### config.mk
export PLATFORM = sky130hd
export DESIGN_NAME = spi_pt_filter
export DESIGN_NICKNAME = d
export VERILOG_FILES = /design/src/rtl/spi_pt_pkg.sv /design/src/rtl/spi_pt_decode.sv /design/src/rtl/spi_pt_seq.sv /design/src/rtl/spi_pt_merge.sv /design/src/rtl/spi_pt_filter.sv
export SDC_FILE = /design/constraint.sdc
export NUM_CORES = 1
export LEC_CHECK = 0
export ABC_AREA = 1
export BUFFER_PORTS_ARGS = -buffer_cell sky130_fd_sc_hd__buf_4
export CAP_MARGIN = 20
export CORE_AREA = 2 2 193 195
export DETAILED_ROUTE_END_ITERATION = 12
export DIE_AREA = 0 0 195 197
export PLACE_DENSITY_LB_ADDON = 0.1
export SLEW_MARGIN = 20
export SYNTH_ARGS = -nofsm -noshare
export SYNTH_HDL_FRONTEND = slang
export SYNTH_SLANG_ARGS = --single-unit
export TNS_END_PERCENT = 1
### constraint.sdc
create_clock -name clk -period 4.25 [get_ports clk]
set_input_delay 0.85 -clock clk [delete_from_list [all_inputs] [get_ports clk]]
set_output_delay 0.85 -clock clk [all_outputs]
set_load 0.1 [all_outputs]
### src/rtl/spi_pt_pkg.sv
package spi_pt_pkg;

    localparam int OP_BITS   = 8;
    localparam int ADDR_MAX  = 32;
    localparam int ADDR_3B   = 24;
    localparam int PAY_BYTES = 4;
    localparam int PAY_BITS  = PAY_BYTES * 8;
    localparam int CNT_W     = $clog2(ADDR_MAX) + 1;
    localparam int IDX_W     = $clog2(ADDR_MAX);

    localparam logic [1:0] AM_NONE = 2'd0;
    localparam logic [1:0] AM_3B   = 2'd1;
    localparam logic [1:0] AM_4B   = 2'd2;
    localparam logic [1:0] AM_CFG  = 2'd3;

    typedef enum logic [1:0] {
        PH_OP   = 2'd0,
        PH_ADDR = 2'd1,
        PH_PAY  = 2'd2,
        PH_TAIL = 2'd3
    } phase_e;

    typedef struct packed {
        logic             hit;
        logic [CNT_W-1:0] alen;
        logic             aswap;
        logic             pswap;
    } cmd_attr_t;

endpackage

### src/rtl/spi_pt_decode.sv
module spi_pt_decode
    import spi_pt_pkg::*;
#(
    parameter int NUM_SLOTS = 8
) (
    input  logic [OP_BITS-1:0]           opcode,
    input  logic [NUM_SLOTS*OP_BITS-1:0] slot_opcode,
    input  logic [NUM_SLOTS-1:0]         slot_valid,
    input  logic [NUM_SLOTS*2-1:0]       slot_addr_mode,
    input  logic [NUM_SLOTS-1:0]         slot_addr_swap,
    input  logic [NUM_SLOTS-1:0]         slot_pay_swap,
    input  logic                         cfg_addr4b,
    output cmd_attr_t                    attr
);

    logic [NUM_SLOTS-1:0]     hit;
    logic [CNT_W-1:0]         len [NUM_SLOTS];

    for (genvar g = 0; g < NUM_SLOTS; g++) begin : g_slot
        assign hit[g] = slot_valid[g] && (slot_opcode[g*OP_BITS +: OP_BITS] == opcode);

        always_comb begin
            unique case (slot_addr_mode[g*2 +: 2])
                AM_NONE: len[g] = '0;
                AM_3B:   len[g] = CNT_W'(ADDR_3B);
                AM_4B:   len[g] = CNT_W'(ADDR_MAX);
                default: len[g] = cfg_addr4b ? CNT_W'(ADDR_MAX) : CNT_W'(ADDR_3B);
            endcase
        end
    end

    // Walk from the highest slot down so the lowest matching index wins.
    always_comb begin
        attr = '0;
        for (int i = NUM_SLOTS - 1; i >= 0; i--) begin
            if (hit[i]) begin
                attr.hit   = 1'b1;
                attr.alen  = len[i];
                attr.aswap = slot_addr_swap[i];
                attr.pswap = slot_pay_swap[i];
            end
        end
    end

endmodule

### src/rtl/spi_pt_seq.sv
module spi_pt_seq
    import spi_pt_pkg::*;
(
    input  logic                clk,
    input  logic                rst_n,
    input  logic                up_sck,
    input  logic                up_csb,
    input  logic                up_mosi,
    input  logic [255:0]        filter_map,
    input  cmd_attr_t           attr_in,
    output logic [OP_BITS-1:0]  op_cand,
    output phase_e              ph_q,
    output logic [CNT_W-1:0]    cnt_q,
    output cmd_attr_t           attr_q,
    output logic                blk_q
);

    typedef struct packed {
        logic               sck;
        phase_e             ph;
        logic [CNT_W-1:0]   cnt;
        logic [OP_BITS-2:0] shf;
        cmd_attr_t          attr;
        logic               blk;
    } seq_st_t;

    seq_st_t st_d, st_q;
    logic    rise;

    assign rise    = up_sck & ~st_q.sck;
    assign op_cand = {st_q.shf, up_mosi};

    always_comb begin
        st_d     = st_q;
        st_d.sck = up_sck;
        if (up_csb) begin
            st_d.ph   = PH_OP;
            st_d.cnt  = '0;
            st_d.shf  = '0;
            st_d.attr = '0;
            st_d.blk  = 1'b0;
        end else if (rise) begin
            unique case (st_q.ph)
                PH_OP: begin
                    st_d.shf = op_cand[OP_BITS-2:0];
                    if (st_q.cnt == CNT_W'(OP_BITS - 1)) begin
                        st_d.attr = attr_in;
                        st_d.blk  = filter_map[op_cand];
                        st_d.cnt  = '0;
                        st_d.ph   = (attr_in.alen != '0) ? PH_ADDR : PH_PAY;
                    end else begin
                        st_d.cnt = st_q.cnt + CNT_W'(1);
                    end
                end
                PH_ADDR: begin
                    if (st_q.cnt == st_q.attr.alen - CNT_W'(1)) begin
                        st_d.cnt = '0;
                        st_d.ph  = PH_PAY;
                    end else begin
                        st_d.cnt = st_q.cnt + CNT_W'(1);
                    end
                end
                PH_PAY: begin
                    if (st_q.cnt == CNT_W'(PAY_BITS - 1)) begin
                        st_d.cnt = '0;
                        st_d.ph  = PH_TAIL;
                    end else begin
                        st_d.cnt = st_q.cnt + CNT_W'(1);
                    end
                end
                default: ;
            endcase
        end
    end

    always_ff @(posedge clk) begin
        if (!rst_n) begin
            st_q <= '0;
        end else begin
            st_q <= st_d;
        end
    end

    assign ph_q   = st_q.ph;
    assign cnt_q  = st_q.cnt;
    assign attr_q = st_q.attr;
    assign blk_q  = st_q.blk;


    blk_hold_chk: assert property (@(posedge clk) disable iff (!rst_n)
        (blk_q && !up_csb) |=> blk_q);


    blk_rise_chk: assert property (@(posedge clk) disable iff (!rst_n)
        $rose(blk_q) |-> ($past(ph_q) == PH_OP && $past(cnt_q) == CNT_W'(OP_BITS - 1)));


    csb_idle_chk: assert property (@(posedge clk) disable iff (!rst_n)
        up_csb |=> (ph_q == PH_OP && cnt_q == '0 && !blk_q));


    addr_len_chk: assert property (@(posedge clk) disable iff (!rst_n)
        (ph_q == PH_ADDR) |-> (cnt_q < attr_q.alen &&
            (attr_q.alen == CNT_W'(ADDR_3B) || attr_q.alen == CNT_W'(ADDR_MAX))));

endmodule

### src/rtl/spi_pt_merge.sv
module spi_pt_merge
    import spi_pt_pkg::*;
(
    input  phase_e              ph,
    input  logic [CNT_W-1:0]    cnt,
    input  cmd_attr_t           attr,
    input  logic [ADDR_MAX-1:0] addr_mask,
    input  logic [ADDR_MAX-1:0] addr_data,
    input  logic [PAY_BITS-1:0] pay_mask,
    input  logic [PAY_BITS-1:0] pay_data,
    output logic                ovr_en,
    output logic                ovr_bit
);

    logic [CNT_W-1:0] arel;
    logic [IDX_W-1:0] aidx;
    logic [4:0]       pidx;

    // Address bits go out MSB first: position cnt maps to bit alen-1-cnt.
    assign arel = attr.alen - CNT_W'(1) - cnt;
    assign aidx = arel[IDX_W-1:0];
    // Payload byte cnt/8 uses word byte cnt/8, MSB first inside the byte.
    assign pidx = {cnt[4:3], ~cnt[2:0]};

    always_comb begin
        ovr_en  = 1'b0;
        ovr_bit = 1'b0;
        unique case (ph)
            PH_ADDR: begin
                if (attr.hit && attr.aswap && !arel[CNT_W-1] && addr_mask[aidx]) begin
                    ovr_en  = 1'b1;
                    ovr_bit = addr_data[aidx];
                end
            end
            PH_PAY: begin
                if (attr.hit && attr.pswap && !cnt[CNT_W-1] && pay_mask[pidx]) begin
                    ovr_en  = 1'b1;
                    ovr_bit = pay_data[pidx];
                end
            end
            default: ;
        endcase
    end

endmodule

### src/rtl/spi_pt_filter.sv
module spi_pt_filter
    import spi_pt_pkg::*;
#(
    parameter int NUM_SLOTS = 8
) (
    input  logic                         clk,
    input  logic                         rst_n,
    input  logic [255:0]                 filter_map,
    input  logic [NUM_SLOTS*OP_BITS-1:0] slot_opcode,
    input  logic [NUM_SLOTS-1:0]         slot_valid,
    input  logic [NUM_SLOTS*2-1:0]       slot_addr_mode,
    input  logic [NUM_SLOTS-1:0]         slot_addr_swap,
    input  logic [NUM_SLOTS-1:0]         slot_pay_swap,
    input  logic                         cfg_addr4b,
    input  logic [ADDR_MAX-1:0]          addr_mask,
    input  logic [ADDR_MAX-1:0]          addr_data,
    input  logic [PAY_BITS-1:0]          pay_mask,
    input  logic [PAY_BITS-1:0]          pay_data,
    input  logic                         up_sck,
    input  logic                         up_csb,
    input  logic                         up_mosi,
    output logic                         dn_sck,
    output logic                         dn_csb,
    output logic                         dn_mosi
);

    logic [OP_BITS-1:0] op_cand;
    cmd_attr_t          attr_lu;
    cmd_attr_t          attr_q;
    phase_e             ph_q;
    logic [CNT_W-1:0]   cnt_q;
    logic               blk_q;
    logic               ovr_en;
    logic               ovr_bit;

    spi_pt_decode #(.NUM_SLOTS(NUM_SLOTS)) u_decode (
        .opcode         (op_cand),
        .slot_opcode    (slot_opcode),
        .slot_valid     (slot_valid),
        .slot_addr_mode (slot_addr_mode),
        .slot_addr_swap (slot_addr_swap),
        .slot_pay_swap  (slot_pay_swap),
        .cfg_addr4b     (cfg_addr4b),
        .attr           (attr_lu)
    );

    spi_pt_seq u_seq (
        .clk        (clk),
        .rst_n      (rst_n),
        .up_sck     (up_sck),
        .up_csb     (up_csb),
        .up_mosi    (up_mosi),
        .filter_map (filter_map),
        .attr_in    (attr_lu),
        .op_cand    (op_cand),
        .ph_q       (ph_q),
        .cnt_q      (cnt_q),
        .attr_q     (attr_q),
        .blk_q      (blk_q)
    );

    spi_pt_merge u_merge (
        .ph        (ph_q),
        .cnt       (cnt_q),
        .attr      (attr_q),
        .addr_mask (addr_mask),
        .addr_data (addr_data),
        .pay_mask  (pay_mask),
        .pay_data  (pay_data),
        .ovr_en    (ovr_en),
        .ovr_bit   (ovr_bit)
    );

    assign dn_sck  = up_sck;
    assign dn_csb  = up_csb | blk_q;
    assign dn_mosi = (!up_csb && ovr_en) ? ovr_bit : up_mosi;


    ovr_phase_chk: assert property (@(posedge clk) disable iff (!rst_n)
        ovr_en |-> (ph_q == PH_ADDR || ph_q == PH_PAY));


    pay_window_chk: assert property (@(posedge clk) disable iff (!rst_n)
        (ph_q == PH_PAY) |-> (cnt_q < CNT_W'(PAY_BITS)));


    miss_clean_chk: assert property (@(posedge clk) disable iff (!rst_n)
        (ph_q != PH_OP && !attr_q.hit) |-> !ovr_en);

endmodule

==> out/qor.yml <==
clock_latency_ns: 0.26
post-cts-setup-buffers: 0
yosys.cell_count.top_type: "sky130_fd_sc_hd__nand2_1"
yosysSeqAreaShare: 0.06986
synth_common_cells: "248 x sky130_fd_sc_hd__nand2_1, 216 x sky130_fd_sc_hd__nor2_1, 193 x sky130_fd_sc_hd__o21ai_0, 81 x sky130_fd_sc_hd__o22ai_1, 74 x sky130_fd_sc_hd__inv_1"
criticalPathCategory: "reg -> out"
hp-class: "reg -> reg"
dr.first_iter.drc_count: 506
setup.worst_path.end_class: "output pin"
portBuffers: 496
cts.reportedPaths.clkPinSlew_ns: 0.06
place_area_um2: 10310
r2r_setup_slack_ns: 1.40
clock_skew_ns: 0.005845
number_of_buffers_added_by_the_clock_tree_synthesis_step: 3
grt_antenna_before_repair: 6
synth_top_flop_cell: "sky130_fd_sc_hd__dfxtp_1"
coreArea_um2: 36260
period_minus_slack_ns: 3.641
synth_enable_flop_cells: 0
multiInputGateArea_um2: 5064
max-slew-margin-rel: 0.4204
clockBufferDepth: 2
clock_tree_from_tritoncts: "done"
die_width_um: 195
wire_per_inst_um: 19.75
netlist_top_cells_area: "sky130_fd_sc_hd__o21ai_0 15%, sky130_fd_sc_hd__nand2_1 15%, sky130_fd_sc_hd__nor2_1 13%"
h-tree-depth: 1
detailed_place_hpwl_mm: 34.18
cts-resized-gates: 0
first_pass_iters: 5
synth_nets: 1718
critical_path_peak_fanout: 8
wire_length_of_the_first_global_routing_pass_mm: 60.84
setup.worst_path.start_class: "flop"
postRouteAntennaNets: 0
initial_utilization: 0.1739
die_boundary_height_um: 197
fmax_ghz: 0.2746
postCtsHoldBufs: 0
dieArea_um2: 38420
drive_gt1_frac: 0.3398
worst_ir_drop_vdd_v: 0.0001390
floorplan.rows: 70
critPathRequiredTime_ns: 3.40
io_pins: 497
gp_congestion: 0.8587
p_leak_nw: 4.998
max_slew.worst_pin.slew_ns: 0.8682
grt_start_max_net_pins: 136
cell_area_power_density_nw_per_um2: 127.4
wl_mm: 41.78
finalCoreUtilization: 0.2876
syn_to_final_growth_pct: 65.41
globalRouteTotalUtil: 0.2056
vias: 10050
maxSlewViolCount: 0
setup_viol: 0
globalRouteOverflowTotal: 0
nFillCells: 4195
yosys.cell_types.count: 50
drt_drc_violations_left: 0
synth_largest_type_area_fraction: 0.1532
cap_viol_max_count: 0
cts_root_buffer: "sky130_fd_sc_hd__clkbuf_16"
viasPerCell: 4.751
final-seq-area_um2: 444.2
timing.critical_path.arrival_ns: 2.79
async_reset_ff_frac: 0
final_instance_area_um2: 10430
synth_area_per_cell_um2: 5.176
rsz0062_at_grt: "false"
ys_ff_latch: 22
yosysWarnings: 0
fin_setup_tns_ns: 0
first_global_vias: 10140
period_share: 0.8568
synthesis.instances: 1218
clkSinkCount: 22
combined_area_of_all_synthesized_cells_um2: 6305
run_status: "complete, no violations"
nets: 2143
synth_largest_area_cell: "sky130_fd_sc_hd__o21ai_0"
hold_viol_final: 0
==> final timing paths <==
check | start | end | cells past startpoint
worst max-delay path | u_seq.cnt_q[3]$_SDFFE_PP0P_ | dn_mosi | 13
worst min-delay path | u_seq.ph_q[1]$_SDFFE_PP0P_ | u_seq.ph_q[1]$_SDFFE_PP0P_ | 2
worst max register to register | u_seq.op_cand[1]$_SDFFE_PP0P_ | u_seq.blk_q$_SDFFE_PP0P_ | 11
worst min register to register | u_seq.ph_q[1]$_SDFFE_PP0P_ | u_seq.ph_q[1]$_SDFFE_PP0P_ | 2
==> layout by cell type, fill, tap and decap left out, drive strengths merged, types with 3 or more instances in the layout <==
master	synthesis	final
buf	56	516
nand2	255	255
nor2	223	223
o21ai	205	205
o22ai	81	81
inv	80	79
a21oi	68	68
nand3	65	65
dfxtp	22	22
nor3	13	13
xnor2	12	12
o221ai	10	10
xor2	9	9
a22oi	8	8
nand4	8	8
a32o	7	7
a31oi	6	6
a211oi	6	6
ha	6	6
diode	0	5
o211ai	5	5
a221oi	5	5
or2	4	4
nor3b	4	4
nor4	3	3
a21boi	3	3
clkbuf	40	3
==> registers in the layout, indices dropped and copies added, names as in the netlist <==
register,cells
u_seq.attr_q,5
u_seq.blk_q,1
u_seq.cnt_q,6
u_seq.op_cand,7
u_seq.ph_q,2
u_seq.st_q,1
==> routing by layer <==
layer	GRT usage	part of all wire	up-vias
met2	0.3713	0.49	392
met1	0.2426	0.41	4574
met5	0	0	-
li1	-	-	5037
met4	0.05428	0.026	0
met3	0.04928	0.077	46
==> where the power goes <==
part           switching [mW]  internal (mW)
clock                  0.0809          0.187
combinational           0.398          0.444
sequential            0.00894          0.210
==> stage by stage <==
stage               setup WS, ns  instances  hold WS, ns  total power, mW
detailed placement        0.7992       2106       0.5175            1.074
finish                    0.6087       2115       0.5318            1.329
global route              0.2772       2115       0.5744            1.430
global placement          0.8126       2106       0.5162            1.071
floorplan                 0.7604       1218       0.4895           0.5839
CTS                       0.5665       2110       0.5306            1.348
==> cell type report <==
class                      count  share of cell area
multi-input combinational   1019              0.4855
clock buffer                   3            0.007199
timing repair buffer         516              0.3750
tap                          468             0.05615
clock inverter                 1            0.002879
sequential                    22             0.04259
inverter                      81             0.02939
antenna                        5            0.001200
==> cells by family (layout without fill, tap and decap cells) <==
| family | after synthesis | count (layout) | share of synthesized area |
|---|---|---|---|
| AOI/OAI and AO/OA | 412 | 412 | 0.3761 |
| buffers and inverters | 177 | 601 | 0.1270 |
| other | 0 | 5 | 0 |
| and+or+nand+nor | 580 | 580 | 0.3860 |
| adders and majority gates | 6 | 6 | 0.01191 |
| xor gates and xnor gates | 21 | 21 | 0.02917 |
| DFF | 22 | 22 | 0.06985 |
==> critical path, stage by stage, from the launching register on <==
cell and delay (ns):
sky130_fd_sc_hd__dfxtp_1 0.45, sky130_fd_sc_hd__inv_1 0.19, sky130_fd_sc_hd__ha_1 0.23, sky130_fd_sc_hd__or2_2 0.30
sky130_fd_sc_hd__nand3_1 0.07, sky130_fd_sc_hd__nand2_1 0.10, sky130_fd_sc_hd__a21oi_1 0.13, sky130_fd_sc_hd__nand3_1 0.10
sky130_fd_sc_hd__a211o_1 0.28, sky130_fd_sc_hd__nand2_1 0.07, sky130_fd_sc_hd__nand3_1 0.08, sky130_fd_sc_hd__nand2_1 0.07
sky130_fd_sc_hd__o21a_1 0.15, sky130_fd_sc_hd__buf_4 0.30
Note: power is estimated with default switching activity, not from simulation.
